### src/rtl/fwd_pkg.sv
package fwd_pkg;
  // width of a per-operand source code; NUM_STAGES must stay below 2**SEL_W
  localparam int SEL_W = 3;
  localparam int NUM_OPS = 2;

  // strobes from control to datapath: one source code and one hit flag per operand
  typedef struct packed {
    logic [NUM_OPS-1:0][SEL_W-1:0] srcSel;
    logic [NUM_OPS-1:0]            fwdHit;
  } fwdStrobe_t;
endpackage

### src/rtl/fwd_match.sv
module fwd_match #(
  parameter int REG_ADDR_W       = 5,
  parameter int NUM_STAGES       = 3,
  parameter int LOAD_READY_STAGE = 1
) (
  input  logic [REG_ADDR_W-1:0]                 srcReg,
  input  logic [NUM_STAGES-1:0][REG_ADDR_W-1:0] stgDest,
  input  logic [NUM_STAGES-1:0]                 stgRegWr,
  input  logic [NUM_STAGES-1:0]                 stgIsLoad,
  output logic [fwd_pkg::SEL_W-1:0]             srcSel,
  output logic                                  fwdHit
);
  import fwd_pkg::*;

  logic [NUM_STAGES-1:0] eligible;

  // per-stage qualification; loads too young to carry data drop out
  for (genvar s = 0; s < NUM_STAGES; s++) begin : g_stage
    localparam bit LOAD_PENDING = (s < LOAD_READY_STAGE);
    logic destHit;
    logic loadBlocked;
    assign destHit     = (stgDest[s] == srcReg) && (stgDest[s] != '0);
    assign loadBlocked = LOAD_PENDING && stgIsLoad[s];
    assign eligible[s] = stgRegWr[s] && destHit && !loadBlocked;
  end

  // priority: scan oldest to nearest so the nearest eligible stage wins
  always_comb begin
    srcSel = '0;
    for (int s = NUM_STAGES - 1; s >= 0; s--) begin
      if (eligible[s]) srcSel = SEL_W'(s + 1);
    end
  end

  assign fwdHit = |eligible;
endmodule

### src/rtl/fwd_ctrl.sv
module fwd_ctrl #(
  parameter int REG_ADDR_W       = 5,
  parameter int NUM_STAGES       = 3,
  parameter int LOAD_READY_STAGE = 1
) (
  input  logic [REG_ADDR_W-1:0]                 idRs,
  input  logic [REG_ADDR_W-1:0]                 idRt,
  input  logic [NUM_STAGES-1:0][REG_ADDR_W-1:0] stgDest,
  input  logic [NUM_STAGES-1:0]                 stgRegWr,
  input  logic [NUM_STAGES-1:0]                 stgIsLoad,
  output fwd_pkg::fwdStrobe_t                   strobe
);
  import fwd_pkg::*;

  logic [NUM_OPS-1:0][REG_ADDR_W-1:0] srcRegs;
  assign srcRegs[0] = idRs;
  assign srcRegs[1] = idRt;

  // one independent matcher per source operand
  for (genvar op = 0; op < NUM_OPS; op++) begin : g_op
    fwd_match #(
      .REG_ADDR_W      (REG_ADDR_W),
      .NUM_STAGES      (NUM_STAGES),
      .LOAD_READY_STAGE(LOAD_READY_STAGE)
    ) u_match (
      .srcReg   (srcRegs[op]),
      .stgDest  (stgDest),
      .stgRegWr (stgRegWr),
      .stgIsLoad(stgIsLoad),
      .srcSel   (strobe.srcSel[op]),
      .fwdHit   (strobe.fwdHit[op])
    );
  end
endmodule

### src/rtl/fwd_datapath.sv
module fwd_datapath #(
  parameter int DATA_W     = 32,
  parameter int NUM_STAGES = 3
) (
  input  fwd_pkg::fwdStrobe_t               strobe,
  input  logic [DATA_W-1:0]                 rfRd1,
  input  logic [DATA_W-1:0]                 rfRd2,
  input  logic [NUM_STAGES-1:0][DATA_W-1:0] stgData,
  output logic [DATA_W-1:0]                 opA,
  output logic [DATA_W-1:0]                 opB
);
  import fwd_pkg::*;

  logic [NUM_OPS-1:0][DATA_W-1:0] rfIn;
  logic [NUM_OPS-1:0][DATA_W-1:0] opOut;

  assign rfIn[0] = rfRd1;
  assign rfIn[1] = rfRd2;

  for (genvar op = 0; op < NUM_OPS; op++) begin : g_mux
    logic [DATA_W-1:0] stgPick;
    always_comb begin
      stgPick = '0;
      for (int s = 0; s < NUM_STAGES; s++) begin
        if (strobe.srcSel[op] == SEL_W'(s + 1)) stgPick = stgData[s];
      end
    end
    assign opOut[op] = strobe.fwdHit[op] ? stgPick : rfIn[op];
  end

  assign opA = opOut[0];
  assign opB = opOut[1];
endmodule

### src/rtl/fwd_unit.sv
module fwd_unit #(
  parameter int DATA_W           = 32,
  parameter int REG_ADDR_W       = 5,
  parameter int NUM_STAGES       = 3,
  parameter int LOAD_READY_STAGE = 1
) (
  input  logic [REG_ADDR_W-1:0]                 idRs,
  input  logic [REG_ADDR_W-1:0]                 idRt,
  input  logic [DATA_W-1:0]                     rfRd1,
  input  logic [DATA_W-1:0]                     rfRd2,
  input  logic [NUM_STAGES-1:0][REG_ADDR_W-1:0] stgDest,
  input  logic [NUM_STAGES-1:0]                 stgRegWr,
  input  logic [NUM_STAGES-1:0]                 stgIsLoad,
  input  logic [NUM_STAGES-1:0][DATA_W-1:0]     stgData,
  output logic [DATA_W-1:0]                     opA,
  output logic [DATA_W-1:0]                     opB,
  output logic [fwd_pkg::SEL_W-1:0]             selA,
  output logic [fwd_pkg::SEL_W-1:0]             selB
);
  import fwd_pkg::*;

  fwdStrobe_t strobe;

  fwd_ctrl #(
    .REG_ADDR_W      (REG_ADDR_W),
    .NUM_STAGES      (NUM_STAGES),
    .LOAD_READY_STAGE(LOAD_READY_STAGE)
  ) u_ctrl (
    .idRs     (idRs),
    .idRt     (idRt),
    .stgDest  (stgDest),
    .stgRegWr (stgRegWr),
    .stgIsLoad(stgIsLoad),
    .strobe   (strobe)
  );

  fwd_datapath #(
    .DATA_W    (DATA_W),
    .NUM_STAGES(NUM_STAGES)
  ) u_dp (
    .strobe (strobe),
    .rfRd1  (rfRd1),
    .rfRd2  (rfRd2),
    .stgData(stgData),
    .opA    (opA),
    .opB    (opB)
  );

  assign selA = strobe.srcSel[0];
  assign selB = strobe.srcSel[1];
endmodule

### config.mk
export PLATFORM = sky130hd
export DESIGN_NAME = fwd_unit
export DESIGN_NICKNAME = d
export VERILOG_FILES = /design/src/rtl/fwd_pkg.sv /design/src/rtl/fwd_match.sv /design/src/rtl/fwd_ctrl.sv /design/src/rtl/fwd_datapath.sv /design/src/rtl/fwd_unit.sv
export SDC_FILE = /design/constraint.sdc
export NUM_CORES = 1
export LEC_CHECK = 0
export BUFFER_PORTS_ARGS = -buffer_cell sky130_fd_sc_hd__buf_2
export CAP_MARGIN = 20
export CORE_ASPECT_RATIO = 0.5
export CORE_MARGIN = 5
export CORE_UTILIZATION = 40
export DETAILED_ROUTE_END_ITERATION = 8
export GPL_TIMING_DRIVEN = 0
export PLACE_DENSITY_LB_ADDON = 0.3
export SLEW_MARGIN = 0
export SYNTH_ARGS = -nofsm -noshare
export SYNTH_HDL_FRONTEND = slang
export SYNTH_SLANG_ARGS = --single-unit
### constraint.sdc
create_clock -name vclk -period 6.3
set_clock_uncertainty 0.1 [all_clocks]
set_input_delay 0.63 -clock vclk [all_inputs]
set_output_delay 0.63 -clock vclk [all_outputs]
set_load 0.02 [all_outputs]
==> flow_metrics.tcl <==
set metrics [dict create \
    core_um2 7290 \
    use_met3 0.0341 \
    setup_slack_ns 2.58 \
    drv_cap 0 \
    core.rowCount 22 \
    busiest_layer "met2" \
    synth_warnings 0 \
    cts_setup_buffers 0 \
    drive_gt1_frac 0.380 \
    ir_worst_vdd_mv 0.0338 \
    gp_congestion 0.949 \
    hold_path_class "input port to output pin" \
    maxSlewHeadroom 0.587 \
    cp_max_fo 10 \
    final-hold-violation-count 0 \
    setup_violations 0 \
    io_buffers 256 \
    avgRoutedWirePerCell_um 18.3 \
    drc 0 \
    area_delta_synth_final_pct 47.1 \
    met1_usage 0.385 \
    cts.hold.buffers_added 0 \
    synth_cells 451 \
    overflow 0 \
    vias 4889 \
    cts_resized 0 \
    synth_cell_types 35 \
    post-place-ws_ns 2.59 \
    fin_crit_ns 3.72 \
    viasPerCell 6.08 \
    crit_path_top_delay_cell "clkbuf_1" \
    hold_ws_ns 1.51 \
    regArea_um2 0 \
    syn_avg_cell_area_um2 6.62 \
    diodes 0 \
    layout_common_cells "buf_2 (260), nand2_1 (69), a2bb2oi_1 (64)" \
    worstPathRequired_ns 5.57 \
    worstSetupStartpoint "idRt[3]" \
    use_met2 0.505 \
    leakage_nw 1.79 \
    seq_cell_count 0 \
    hp-start "stgData[24]" \
    dr.first_iter.drc_count 397 \
    dp.final_hpwl_um 12100 \
    tightestPinTransition_ns 0.620 \
    rsz0062_at_grt "false" \
    start_util 0.409 \
    end_kind "output pin" \
    status "completed" \
    first_pass_iters 5 \
    antenna_found_initial 0 \
    crit_family "buffers and inverters" \
    grt_pass1_vias 4770 \
    clkbuf_count 0 \
    crit_type "input port to output pin" \
    tns_ns 0 \
    num-fill-cells 752 \
    drv_slew 0 \
    grt_usage 0.287 \
    power_uw 314 \
    place_area_um2 4390 \
    grt_max_degree 11 \
    wirelength_um 14700 \
    die_x_um 132 \
    slowest_delay_ns 0.49 \
    ioPinCount 261 \
    timing.fmax_mhz 269 \
    start_kind "input port" \
    yosysSeqAreaShare 0 \
    die_h_um 71.1 \
    worstPathCellList "buf_2 > xor2_1 > nor3_1 > and4_1 > clkbuf_1 > a211o_1 > clkbuf_1 > a2bb2oi_1 > buf_2" \
    fin_crit_sh 0.590 \
    cp.arrival_ns 2.99 \
    path_buf_inv 4 \
    die_area_um2 9400 \
    power_density_nw_per_um2 71.6 \
    final_cell_area_um2 4390 \
    fin_nets 901 \
    layout_commonest_cell "buf_2" \
    grt_pass1_wl_um 23300 \
    ant_nets 0 \
    syn_area_um2 2990 \
]
## synthesized netlist by cell type
library cell  instances  share of area
buf_4                 2         0.0050
and4_1                2         0.0059
buf_6                 3          0.011
conb_1                1         0.0013
o311ai_1              5          0.015
nor3_1                6          0.010
and4b_1               1         0.0034
nand4_1               2         0.0042
a21oi_1               3         0.0050
nor2b_1               2         0.0042
o21ai_0               2         0.0034
buf_2                 4         0.0067
or4_1                30          0.075
nand3_1              33          0.055
nor2_1                3         0.0038
or4_4                 1         0.0038
a2bb2oi_1            64           0.19
a311o_1               2         0.0067
nor3b_1              32          0.080
nand2_1              69          0.087
buf_1                 7         0.0088
and2_1                2         0.0042
o311ai_0             57           0.17
a211o_1               1         0.0029
a211o_4               1         0.0059
inv_1                 1         0.0013
o21ai_2               1         0.0029
xor2_1               19          0.056
a211oi_1              2         0.0050
or3_1                 1         0.0021
nand2b_1             33          0.069
o211a_4               1         0.0059
xnor2_1              11          0.032
clkbuf_1             44          0.055
nor4_1                3         0.0063
## per-stage QoR
stage | instances | util
floorplan | 452 | -
global placement | 804 | 0.602
detailed placement | 804 | 0.602
CTS | 804 | 0.602
global route | 804 | 0.602
finish | 804 | 0.602
## path summary, 6_finish.rpt
kind	slack [ns]	endpoint	cells past startpoint
setup / recovery	2.58	opB[26]	9
hold / removal	1.51	opA[24]	4
## area by class of cell
cell class | count | area [µm²] | area share
well taps | 96 | 120 | 0.0274
inverters | 1 | 3.75 | 0.000855
repair buffers | 256 | 1280 | 0.292
plain buffers | 60 | 260 | 0.0593
multi-input cells | 391 | 2730 | 0.621
## logic make-up after synthesis
family                    count (synthesis)  synth area share
xor gates and xnor gates                 30            0.0880
AOI/OAI and AO/OA                       139             0.407
buffers and inverters                    61            0.0884
other                                     1           0.00126
and+or+nand+nor                         220             0.415
## routing by layer
metal,part of all wire,vias to the layer above
met4,0.013,0
met1,0.43,2286
met2,0.48,272
li1,-,2309
met3,0.082,22
met5,0,-
## power breakdown
| part | internal (mW) | switching, mW | total, mW | leakage, nW |
|---|---|---|---|---|
| logic | 0.133 | 0.182 | 0.314 | 1.79 |
| registers | 0 | 0 | 0 | 0 |
| clock network | 0 | 0 | 0 | 0 |
| total | 0.133 | 0.182 | 0.314 | 1.79 |
Note: power is estimated with default switching activity, not from simulation.
